===== config.mk =====
export PLATFORM = sky130hd
export DESIGN_NAME = chgport_classifier
export DESIGN_NICKNAME = d
export VERILOG_FILES = /design/src/rtl/chgdet_pkg.sv /design/src/rtl/chgdet_cycle_cnt.sv /design/src/rtl/chgport_classifier.sv
export SDC_FILE = /design/constraint.sdc
export NUM_CORES = 1
export LEC_CHECK = 0
export BUFFER_PORTS_ARGS = -buffer_cell sky130_fd_sc_hd__buf_2
export CAP_MARGIN = 20
export CORE_MARGIN = 8
export CORE_UTILIZATION = 35
export CTS_CLUSTER_DIAMETER = 60
export CTS_CLUSTER_SIZE = 28
export DETAILED_ROUTE_END_ITERATION = 10
export SYNTH_ARGS = -nofsm -noshare
export SYNTH_HDL_FRONTEND = slang
export SYNTH_SLANG_ARGS = --single-unit
export TNS_END_PERCENT = 10

===== constraint.sdc =====
create_clock -name clk -period 6.85 [get_ports clk]
set_clock_uncertainty 0.05 [all_clocks]
set_input_delay 1.0275 -clock clk [delete_from_list [all_inputs] [get_ports clk]]
set_output_delay 1.0275 -clock clk [all_outputs]
set_load 0.05 [all_outputs]

===== src/rtl/chgdet_pkg.sv =====
package chgdet_pkg;

    typedef enum logic [1:0] {
        ST_IDLE      = 2'd0,
        ST_CONTACT   = 2'd1,
        ST_PRIMARY   = 2'd2,
        ST_SECONDARY = 2'd3
    } det_state_e;

    typedef enum logic [1:0] {
        PT_UNKNOWN   = 2'b00,
        PT_STANDARD  = 2'b01,
        PT_CHG_DOWN  = 2'b10,
        PT_DEDICATED = 2'b11
    } port_type_e;

    typedef struct packed {
        det_state_e state;
        port_type_e ptype;
        logic       done;
        logic       tmo;
    } det_regs_t;

endpackage


===== src/rtl/chgdet_cycle_cnt.sv =====
module chgdet_cycle_cnt #(
    parameter int W = 8
) (
    input  logic         clk,
    input  logic         rst_n,
    input  logic         clr_i,
    input  logic         inc_i,
    output logic [W-1:0] cnt_o
);
    logic [W-1:0] cnt_d, cnt_q;

    always_comb begin
        cnt_d = cnt_q;
        if (clr_i) begin
            cnt_d = '0;
        end else if (inc_i && (cnt_q != {W{1'b1}})) begin
            cnt_d = cnt_q + 1'b1;
        end
    end

    always_ff @(posedge clk or negedge rst_n) begin
        if (!rst_n) begin
            cnt_q <= '0;
        end else begin
            cnt_q <= cnt_d;
        end
    end

    assign cnt_o = cnt_q;
endmodule


===== src/rtl/chgport_classifier.sv =====
module chgport_classifier
    import chgdet_pkg::*;
#(
    parameter int DBNC_CYC   = 500000,
    parameter int TMO_CYC    = 45000000,
    parameter int SETTLE_CYC = 2000000
) (
    input  logic       clk,
    input  logic       rst_n,
    input  logic       start_i,
    input  logic       dp_level_i,
    input  logic       chg_det_i,
    output logic       dcd_en_o,
    output logic       pri_en_o,
    output logic       sec_en_o,
    output logic [1:0] port_type_o,
    output logic       done_o,
    output logic       timeout_o
);
    localparam int PH_MAX  = (TMO_CYC > SETTLE_CYC) ? TMO_CYC : SETTLE_CYC;
    localparam int PH_W    = $clog2(PH_MAX + 1);
    localparam int DBNC_W  = $clog2(DBNC_CYC + 1);
    localparam logic [PH_W-1:0]   TMO_LAST    = PH_W'(TMO_CYC - 1);
    localparam logic [PH_W-1:0]   SETTLE_LAST = PH_W'(SETTLE_CYC - 1);
    localparam logic [DBNC_W-1:0] DBNC_LAST   = DBNC_W'(DBNC_CYC - 1);

    det_regs_t r_d, r_q;
    logic [PH_W-1:0]   ph_cnt;
    logic [DBNC_W-1:0] low_cnt;
    logic              ph_clr;
    logic              low_clr;
    logic              contact_seen;
    logic              settled;

    // Phase timer restarts whenever the state changes.
    chgdet_cycle_cnt #(.W(PH_W)) u_phase_cnt (
        .clk   (clk),
        .rst_n (rst_n),
        .clr_i (ph_clr),
        .inc_i (1'b1),
        .cnt_o (ph_cnt)
    );

    // Consecutive low samples of D+ during contact detection.
    chgdet_cycle_cnt #(.W(DBNC_W)) u_low_cnt (
        .clk   (clk),
        .rst_n (rst_n),
        .clr_i (low_clr),
        .inc_i (1'b1),
        .cnt_o (low_cnt)
    );

    assign low_clr      = (r_q.state != ST_CONTACT) || dp_level_i;
    assign contact_seen = !dp_level_i && (low_cnt == DBNC_LAST);
    assign settled      = (ph_cnt == SETTLE_LAST);

    always_comb begin
        r_d = r_q;
        unique case (r_q.state)
            ST_IDLE: begin
                if (start_i) begin
                    r_d.state = ST_CONTACT;
                    r_d.ptype = PT_UNKNOWN;
                    r_d.done  = 1'b0;
                    r_d.tmo   = 1'b0;
                end
            end
            ST_CONTACT: begin
                if (contact_seen) begin
                    r_d.state = ST_PRIMARY;
                end else if (ph_cnt == TMO_LAST) begin
                    r_d.tmo   = 1'b1;
                    r_d.state = ST_PRIMARY;
                end
            end
            ST_PRIMARY: begin
                if (settled) begin
                    if (chg_det_i) begin
                        r_d.state = ST_SECONDARY;
                    end else begin
                        r_d.ptype = PT_STANDARD;
                        r_d.done  = 1'b1;
                        r_d.state = ST_IDLE;
                    end
                end
            end
            ST_SECONDARY: begin
                if (settled) begin
                    r_d.ptype = chg_det_i ? PT_DEDICATED : PT_CHG_DOWN;
                    r_d.done  = 1'b1;
                    r_d.state = ST_IDLE;
                end
            end
            default: r_d.state = ST_IDLE;
        endcase
        ph_clr = (r_d.state != r_q.state) || (r_q.state == ST_IDLE);
    end

    always_ff @(posedge clk or negedge rst_n) begin
        if (!rst_n) begin
            r_q <= '{state: ST_IDLE, ptype: PT_UNKNOWN, done: 1'b0, tmo: 1'b0};
        end else begin
            r_q <= r_d;
        end
    end

    assign dcd_en_o    = (r_q.state == ST_CONTACT);
    assign pri_en_o    = (r_q.state == ST_PRIMARY);
    assign sec_en_o    = (r_q.state == ST_SECONDARY);
    assign port_type_o = r_q.ptype;
    assign done_o      = r_q.done;
    assign timeout_o   = r_q.tmo;
endmodule


==> results.txt, run 1 <==
Final Hold Vio Count -> 0
Post-synthesis simple-gate area fraction -> 27.3%
CP max stage delay -> 0.86 ns
# setup viols final -> 0
Critical Path RT -> 6.95 ns
Nets -> 335
CTS root buffer -> clkbuf_8
Core Area -> 8180 sq um
Final GP Congestion -> 0.806
Io pins -> 12
RSZ-0062 raised after global routing -> no
Post-CTS sizing -> 0
Vias in the first global route -> 2,318
Initial antenna violation count -> 0
Synthesis-stage register bit count -> 51
Worst path buffer plus inverter count -> 0
Distinct cells, synth -> 52
CTS clk-pin slew, worst paths -> 0.10 ns
Dpl hpwl -> 4500 um
Largest family of logic cells by synthesized area -> simple AND/OR/NAND/NOR gates
CTS Buf Count -> 5
Pre-CTS setup slack -> 3.78 ns
Vias/cell -> 5.47
Max-cap violations -> 0
Rel. slew slack -> 35.3%
Largest area contributor in the netlist -> dfrtp_1
Fin Hold WS -> 0.477 ns
Leakage -> 1.21 nW
Register area -> 1280 sq um
Residual DRC count -> 0
HP Class -> flip-flop to flip-flop
Worst Setup Path Type -> flip-flop to flip-flop
Mapped Cells -> 327
Input/output buffers -> 11
N_diodes -> 0
Adder-cell share of the synthesized area -> 0.854%
Combinational power share -> 2.8%
Setup TNS -> 0 ns
Area of the multi-input gates -> 1520 sq um
Post-synth EDFFs -> 0
Largest net degree at the start of global routing -> 52
Layout cells sized above 1 -> 9.12%
Mux cell area share after synthesis -> 0.342%
Worst-margin pin slew -> 0.970 ns
P_sw -> 118 uW
Minimum clock period -> 2.87 ns
Compound-Gate Fraction of Synth Area -> 14.1%
Synth Cell Area -> 2930 sq um
Clock share of power -> 35.8%
Num rows -> 33
H-tree Lvls -> 2
Die height -> 108 um
Synth Area in XOR/XNOR -> 9.27%
Gr usage total -> 11.6%
VDD IR max -> 80.2 uV
Status -> finished clean
Seq/Total Area, Yosys -> 43.6%
Crit path DAT -> 2.97 ns
Hold_buf cts -> 0
Post-synth ARST share -> 100%
Die area -> 11,600 sq um
Yosys top cell area share -> 43.6%
Drt wl/cell -> 14.6 um
Top_reg_cell synth -> dfrtp_1
Crit-path slowest cell -> o31a_1
Worst setup margin -> 3.98 ns
Nature of the critical path startpoint -> flip-flop
Post-synthesis net count -> 334
Worst-skew pair later-pin latency -> 0.31 ns
Sw frac -> 23.8%
Most repeated cell in the gate-level netlist after synthesis -> dfrtp_1
Max Clock Freq -> 349 MHz
Power Density -> 159 nW/um^2
First-pass DRT Iterations -> 4
Internal power -> 377 uW
CP Max Fanout -> 26
Die width -> 108 um
Synth warnings -> 0
Via count -> 2,374
Crit path max-delay family -> simple AND/OR/NAND/NOR gates
Initial core utilization -> 35.8%
GR Overflow Total -> 0
Post-CTS Setup Repair Bufs -> 0
Global-route wire length before repair -> 11,100 um
Slew Limit Fails -> 0
Avg Inst Size Synth -> 8.96 sq um
Final Cycle Share -> 41.8%
Post-route ant nets -> 0
CTS Buffer Depth -> 2
CP cell instances -> ha_1 -> and4_1 -> nand2_1 -> nor4_1 -> o31a_1 -> nor2_1
Post-synth top cells -> dfrtp_1 (51), nor2_1 (45), a21oi_1 (23), xnor2_1 (23), nand2_1 (21)
Filler Cell Count -> 822
Part of the power in registers -> 61.4%
Syn-to-layout area delta -> 6.36%
CP Capture Type -> flip-flop
Top cells by area, synth -> dfrtp_1 (44%), xnor2_1 (6.9%), nor2_1 (5.8%), a21oi_1 (3.9%), nand4_1 (3.2%)
Total clock sinks -> 51
Initial DRC count -> 160
Final wirelength -> 6350 um
TritonCTS clock tree -> yes
power groups by stage:
stage	registers (mW)	logic, mW	clock network, mW
finish	0.304	0.0141	0.177
global route	0.304	0.0170	0.193
CTS	0.304	0.0148	0.182
detailed placement	0.309	0.0148	0
global placement	0.309	0.0147	0
floorplan	0.309	0.00542	0
flip-flops by register name, summed over array words and instances, names as in the netlist:
signal / count
done_o: 1
port_type_o: 2
r_q: 2
timeout_o: 1
u_low_cnt.cnt_o: 19
u_phase_cnt.cnt_o: 26
cells in the final DEF (no fill, tap or decap), types with 2 or more instances in the layout:
cell,Yosys,final
a2111oi_0,4,4
a211oi_1,9,9
a21oi_1,23,23
a311oi_1,2,2
a31oi_1,2,2
and2_1,3,3
and3_1,5,5
and4_1,6,6
buf_2,2,11
buf_4,2,2
clkbuf_8,0,5
clkinvlp_4,0,2
dfrtp_1,51,51
ha_1,2,2
inv_1,8,8
nand2_1,21,21
nand2b_1,3,3
nand3_1,16,16
nand4_1,15,15
nor2_1,45,45
nor2b_1,2,2
nor3_1,4,4
nor3b_1,2,2
nor4_1,10,10
o2111ai_1,2,2
o21ai_0,11,11
o31ai_1,3,3
or2_2,4,4
or3_1,4,4
xnor2_1,23,23
xor2_1,8,8
cell type report:
cell class	instances	area share, %
Multi-Input combinational cell	249	48.8
Tap cell	105	4.22
Inverter	8	0.963
Clock buffer	5	2.21
Sequential cell	51	40.9
Timing Repair Buffer	13	2.25
Clock inverter	3	0.642
per-layer routing:
layer  GRT usage, %  wire [um]  up-vias
met5              0          0        -
met4           3.17         51        0
met3           2.57        199        5
met2           18.5       2900       30
met1           15.4       3200     1148
li1               -          -     1191
per-stage QoR:
step                cell area, sq um  total power [mW]  util, %  std cells
CTS                             3120             0.501     38.1        434
global route                    3120             0.514     38.1        434
floorplan                       2930             0.315        -        327
finish                          3120             0.495     38.1        434
global placement                3030             0.324     37.0        426
detailed placement              3030             0.324     37.0        426
cell families after synthesis:
logic type	Yosys count
buffers and inverters	27
AND/OR/NAND/NOR	151
multiplexers	1
AO/OA/AOI/OAI	64
adder cells (fa/ha/maj)	2
XOR/XNOR	31
flip-flops	51
final timing paths:
kind	slack, ns	end	cells past startpoint	startpoint
max	3.98	u_phase_cnt.cnt_o[10]$_DFFE_PN0P_	6	u_phase_cnt.cnt_o[0]$_DFFE_PN0P_
min	0.48	u_low_cnt.cnt_o[2]$_DFFE_PN0P_	1	u_low_cnt.cnt_o[2]$_DFFE_PN0P_
max reg2reg	3.98	u_phase_cnt.cnt_o[10]$_DFFE_PN0P_	6	u_phase_cnt.cnt_o[0]$_DFFE_PN0P_
min reg2reg	0.48	u_low_cnt.cnt_o[2]$_DFFE_PN0P_	1	u_low_cnt.cnt_o[2]$_DFFE_PN0P_
max in group asynchronous	5.55	u_low_cnt.cnt_o[18]$_DFFE_PN0P_	2	rst_n
min in group asynchronous	0.77	done_o$_DFFE_PN0P_	2	rst_n
No activity file was read; power rests on OpenSTA's default activity.
==> inputs of run 2 (changes only) <==
--- a/config.mk
+++ b/config.mk
@@ -5,6 +5,7 @@
 export SDC_FILE = /design/constraint.sdc
 export NUM_CORES = 1
 export LEC_CHECK = 0
+export ABC_AREA = 1
 export BUFFER_PORTS_ARGS = -buffer_cell sky130_fd_sc_hd__buf_2
 export CAP_MARGIN = 20
 export CORE_MARGIN = 8
==> constraint.sdc (replaced) <==
create_clock -name clk -period 2.39 [get_ports clk]
set_clock_uncertainty 0.05 [all_clocks]
set_input_delay 0.3585 -clock clk [delete_from_list [all_inputs] [get_ports clk]]
set_output_delay 0.3585 -clock clk [all_outputs]
set_load 0.05 [all_outputs]
==> results.txt, run 2 <==
Post-route ant nets -> 0 (unchanged)
Yosys top cell area share -> 38.2% (-5.3 points)
Number of flip-flops in the largest register -> 26 (unchanged)
Post-synth ARST share -> 100% (unchanged)
H-tree Lvls -> 2 (unchanged)
Total clock sinks -> 51 (unchanged)
Critical Path RT -> 2.53 ns (-4.42 ns)
R2R Setup Slk -> 0.18 ns (-3.81 ns)
# setup viols final -> 0 (unchanged)
Residual DRC count -> 0 (unchanged)
Synth Area in XOR/XNOR -> 3.67% (-5.6 points)
Drt wl/cell -> 13.4 um (-8.1%)
Overall power -> 1.60 mW (+220%)
CTS Buffer Depth -> 2 (unchanged)
Adder-cell share of the synthesized area -> 0.750% (-0.10 points)
Vias/cell -> 4.98 (-8.9%)
Synth Cell Area -> 3340 sq um (+14%)
Filler Cell Count -> 969 (+18%)
Gr usage total -> 13.7% (+2.1 points)
Final Hold Vio Count -> 0 (unchanged)
Input/output buffers -> 11 (unchanged)
Vias in the first global route -> 2,985 (+29%)
CP Max Fanout -> 16 (-38%)
Synthesis-stage register bit count -> 51 (unchanged)
Most repeated cell in the gate-level netlist after synthesis -> nand2_1
CP max stage delay -> 0.37 ns (-0.49 ns)
Top_reg_cell synth -> dfrtp_1
GR Overflow Total -> 0 (unchanged)
N_diodes -> 0 (unchanged)
Layout cells sized above 1 -> 10.1% (+0.94 points)
Crit-path slowest cell -> dfrtp_1
Post-layout util -> 39.7% (+1.5 points)
Crit path DAT -> 2.35 ns (-0.62 ns)
Post-CTS Setup Repair Bufs -> 0 (unchanged)
Core Area -> 9240 sq um (+13%)
HP Class -> input pin to asynchronous set/reset pin
Worst-margin pin slew -> 0.696 ns (-0.274 ns)
Largest area contributor in the netlist -> dfrtp_1
R2R Path End -> u_phase_cnt.cnt_o[4]$_DFFE_PN0P_
CTS root buffer -> clkbuf_8
RR Startpoint -> u_phase_cnt.cnt_o[1]$_DFFE_PN0P_
Leakage -> 1.61 nW (+34%)
RSZ-0062 raised after global routing -> no
Initial DRC count -> 214 (+34%)
Die width -> 114 um (+5.7%)
Synth warnings -> 0 (unchanged)
TritonCTS clock tree -> yes
Final GP Congestion -> 0.942 (+17%)
Via count -> 3,119 (+31%)
Compound-Gate Fraction of Synth Area -> 6.78% (-7.3 points)
First-pass DRT Iterations -> 5 (+1)
Post-synth top cells -> nand2_1 (119), nor2_1 (74), inv_1 (68)
Num rows -> 35 (+6.1%)
Hold_buf cts -> 0 (unchanged)
Initial core utilization -> 36.1% (+0.28 points)
Post-synthesis simple-gate area fraction -> 40.8% (+13 points)
Most used cell, CP -> nand2_1
Worst Setup Path Type -> flip-flop to flip-flop
Final Cycle Share -> 92.5% (+51 points)
Mux cell area share after synthesis -> 0% (-0.34 points)
Die height -> 114 um (+5.7%)
Dpl hpwl -> 6590 um (+47%)
Largest net degree at the start of global routing -> 30 (-42%)
Crit path max-delay family -> simple AND/OR/NAND/NOR gates
Rel. slew slack -> 53.6% (+18 points)
Leading cell type in the layout, fill and taps excluded -> nand2_1
Status -> finished clean
Max Clock Freq -> 452 MHz (+30%)
Global-route wire length before repair -> 14,300 um (+29%)
Mapped Cells -> 481 (+47%)
Post-CTS sizing -> 0 (unchanged)
Minimum clock period -> 2.21 ns (-0.654 ns)
Worst path buffer plus inverter count -> 0 (unchanged)
Nature of the critical path startpoint -> flip-flop
Avg Inst Size Synth -> 6.94 sq um (-23%)
Max-cap violations -> 0 (unchanged)
Slew Limit Fails -> 0 (unchanged)
Syn-to-layout area delta -> 9.78%
Reg2Reg Depth -> 10 (+4)
Final wirelength -> 8420 um (+33%)
Io pins -> 12 (unchanged)
Setup TNS -> 0 ns (unchanged)
CP cell instances -> ha_1 -> nand2_1 -> nor2_4 -> nand3_2 -> nor2_1 -> nand2_1 -> nand2_1 -> nand3_1 -> nand2_4 -> nor2_1
CTS Buf Count -> 5 (unchanged)
Largest family of logic cells by synthesized area -> simple AND/OR/NAND/NOR gates
Post-synth EDFFs -> 0 (unchanged)
Distinct cells, synth -> 34 (-35%)
CP Capture Type -> flip-flop
Nets -> 503 (+50%)
Power Density -> 437 nW/um^2 (+180%)
Worst-skew pair later-pin latency -> 0.32 ns (about the same)
CTS clk-pin slew, worst paths -> 0.10 ns (about the same)
Most frequent cells in the layout -> nand2_1 (119), nor2_1 (74), inv_1 (68), dfrtp_1 (51), nand3_1 (41)
VDD IR max -> 297 uV (+270%)
Die area -> 12,900 sq um (+12%)
Area post-placement -> 3530 sq um (+17%)
Initial antenna violation count -> 0 (unchanged)
Cell area after layout -> 3660 sq um (+18%)
Top cells by area, synth -> dfrtp_1 (38%), nand2_1 (13%), nor2_1 (8.3%), inv_1 (7.6%), nand3_1 (6.1%)
Seq/Total Area, Yosys -> 38.2% (-5.3 points)
Post-synthesis net count -> 488 (+46%)
[run 2: cell count changes after synthesis, sizes merged, moves of 5 or more]
cell,delta
and3,-5
o21ai,+8
xnor2,-21
inv,+61
nor3,+11
a21oi,-13
nor2,+44
nand2,+100
nor4,-7
a211oi,-7
clkbuf,-11
and4,-7
or3,-5
nand3,+28
[run 2: kinds of logic (layout without fill, tap and decap cells)]
group / Yosys count / after routing
AO/OA/AOI/OAI: 40 / 40
XOR/XNOR: 14 / 14
flip-flops: 51 / 51
adder cells (fa/ha/maj): 2 / 2
AND/OR/NAND/NOR: 296 / 296
buffers and inverters: 78 / 94
[run 2: per-layer routing]
layer / global-route usage [%] / share of wire [%] / up-vias
met5: 0 / 0 / -
met3: 2.69 / 3.4 / 19
met4: 5.42 / 2.4 / 0
met1: 16.6 / 46 / 1462
met2: 23.1 / 49 / 68
li1: - / - / 1570
[run 2: worst max path at each step]
stage                                                    to                             start  slack [ns]  depth (start not counted)
final                      u_phase_cnt.cnt_o[4]$_DFFE_PN0P_  u_phase_cnt.cnt_o[1]$_DFFE_PN0P_        0.18                         10
after global routing      u_phase_cnt.cnt_o[24]$_DFFE_PN0P_  u_phase_cnt.cnt_o[1]$_DFFE_PN0P_       0.003                         10
after CTS                  u_phase_cnt.cnt_o[4]$_DFFE_PN0P_  u_phase_cnt.cnt_o[1]$_DFFE_PN0P_        0.16                         10
after detailed placement  u_phase_cnt.cnt_o[13]$_DFFE_PN0P_  u_phase_cnt.cnt_o[1]$_DFFE_PN0P_        0.18                         10
after global placement    u_phase_cnt.cnt_o[13]$_DFFE_PN0P_  u_phase_cnt.cnt_o[1]$_DFFE_PN0P_        0.27                         10
after floorplan           u_phase_cnt.cnt_o[10]$_DFFE_PN0P_                  r_q[5]$_DFF_PN0_        0.28                          6
[run 2: report_power, final]
group          switching, mW  internal [mW]  leakage [nW]  total, mW
clock                  0.297          0.419        0.0654      0.715
sequential                 0          0.862         0.651      0.862
combinational         0.0193        0.00480         0.896     0.0241
[run 2: layout make-up]
cell class / count / area, sq um / area share, %
Multi-Input combinational cell: 352 / 1740 / 47.4
Inverter: 69 / 259 / 7.07
Timing Repair Buffer: 17 / 100 / 2.73
Clock inverter: 2 / 60.1 / 1.64
Clock buffer: 6 / 72.6 / 1.98
Sequential cell: 51 / 1280 / 34.8
Tap cell: 129 / 161 / 4.40
[run 2: worst reg2reg max path, stage by stage (launching register included)]
cell and delay [ns]:
dfrtp_1 0.37, ha_1 0.23, nand2_1 0.11, nor2_4 0.22
nand3_2 0.10, nor2_1 0.12, nand2_1 0.10, nand2_1 0.11
nand3_1 0.26, nand2_4 0.33, nor2_1 0.09
[run 2: metrics by stage]
stage                     cells  hold WS, ns  setup slack, ns
after global routing        626       0.0775          0.00316
after floorplan             481       0.0129            0.284
after detailed placement    618        0.399            0.182
after global placement      618        0.370            0.267
after CTS                   626       0.0514            0.165
final                       626       0.0233            0.178
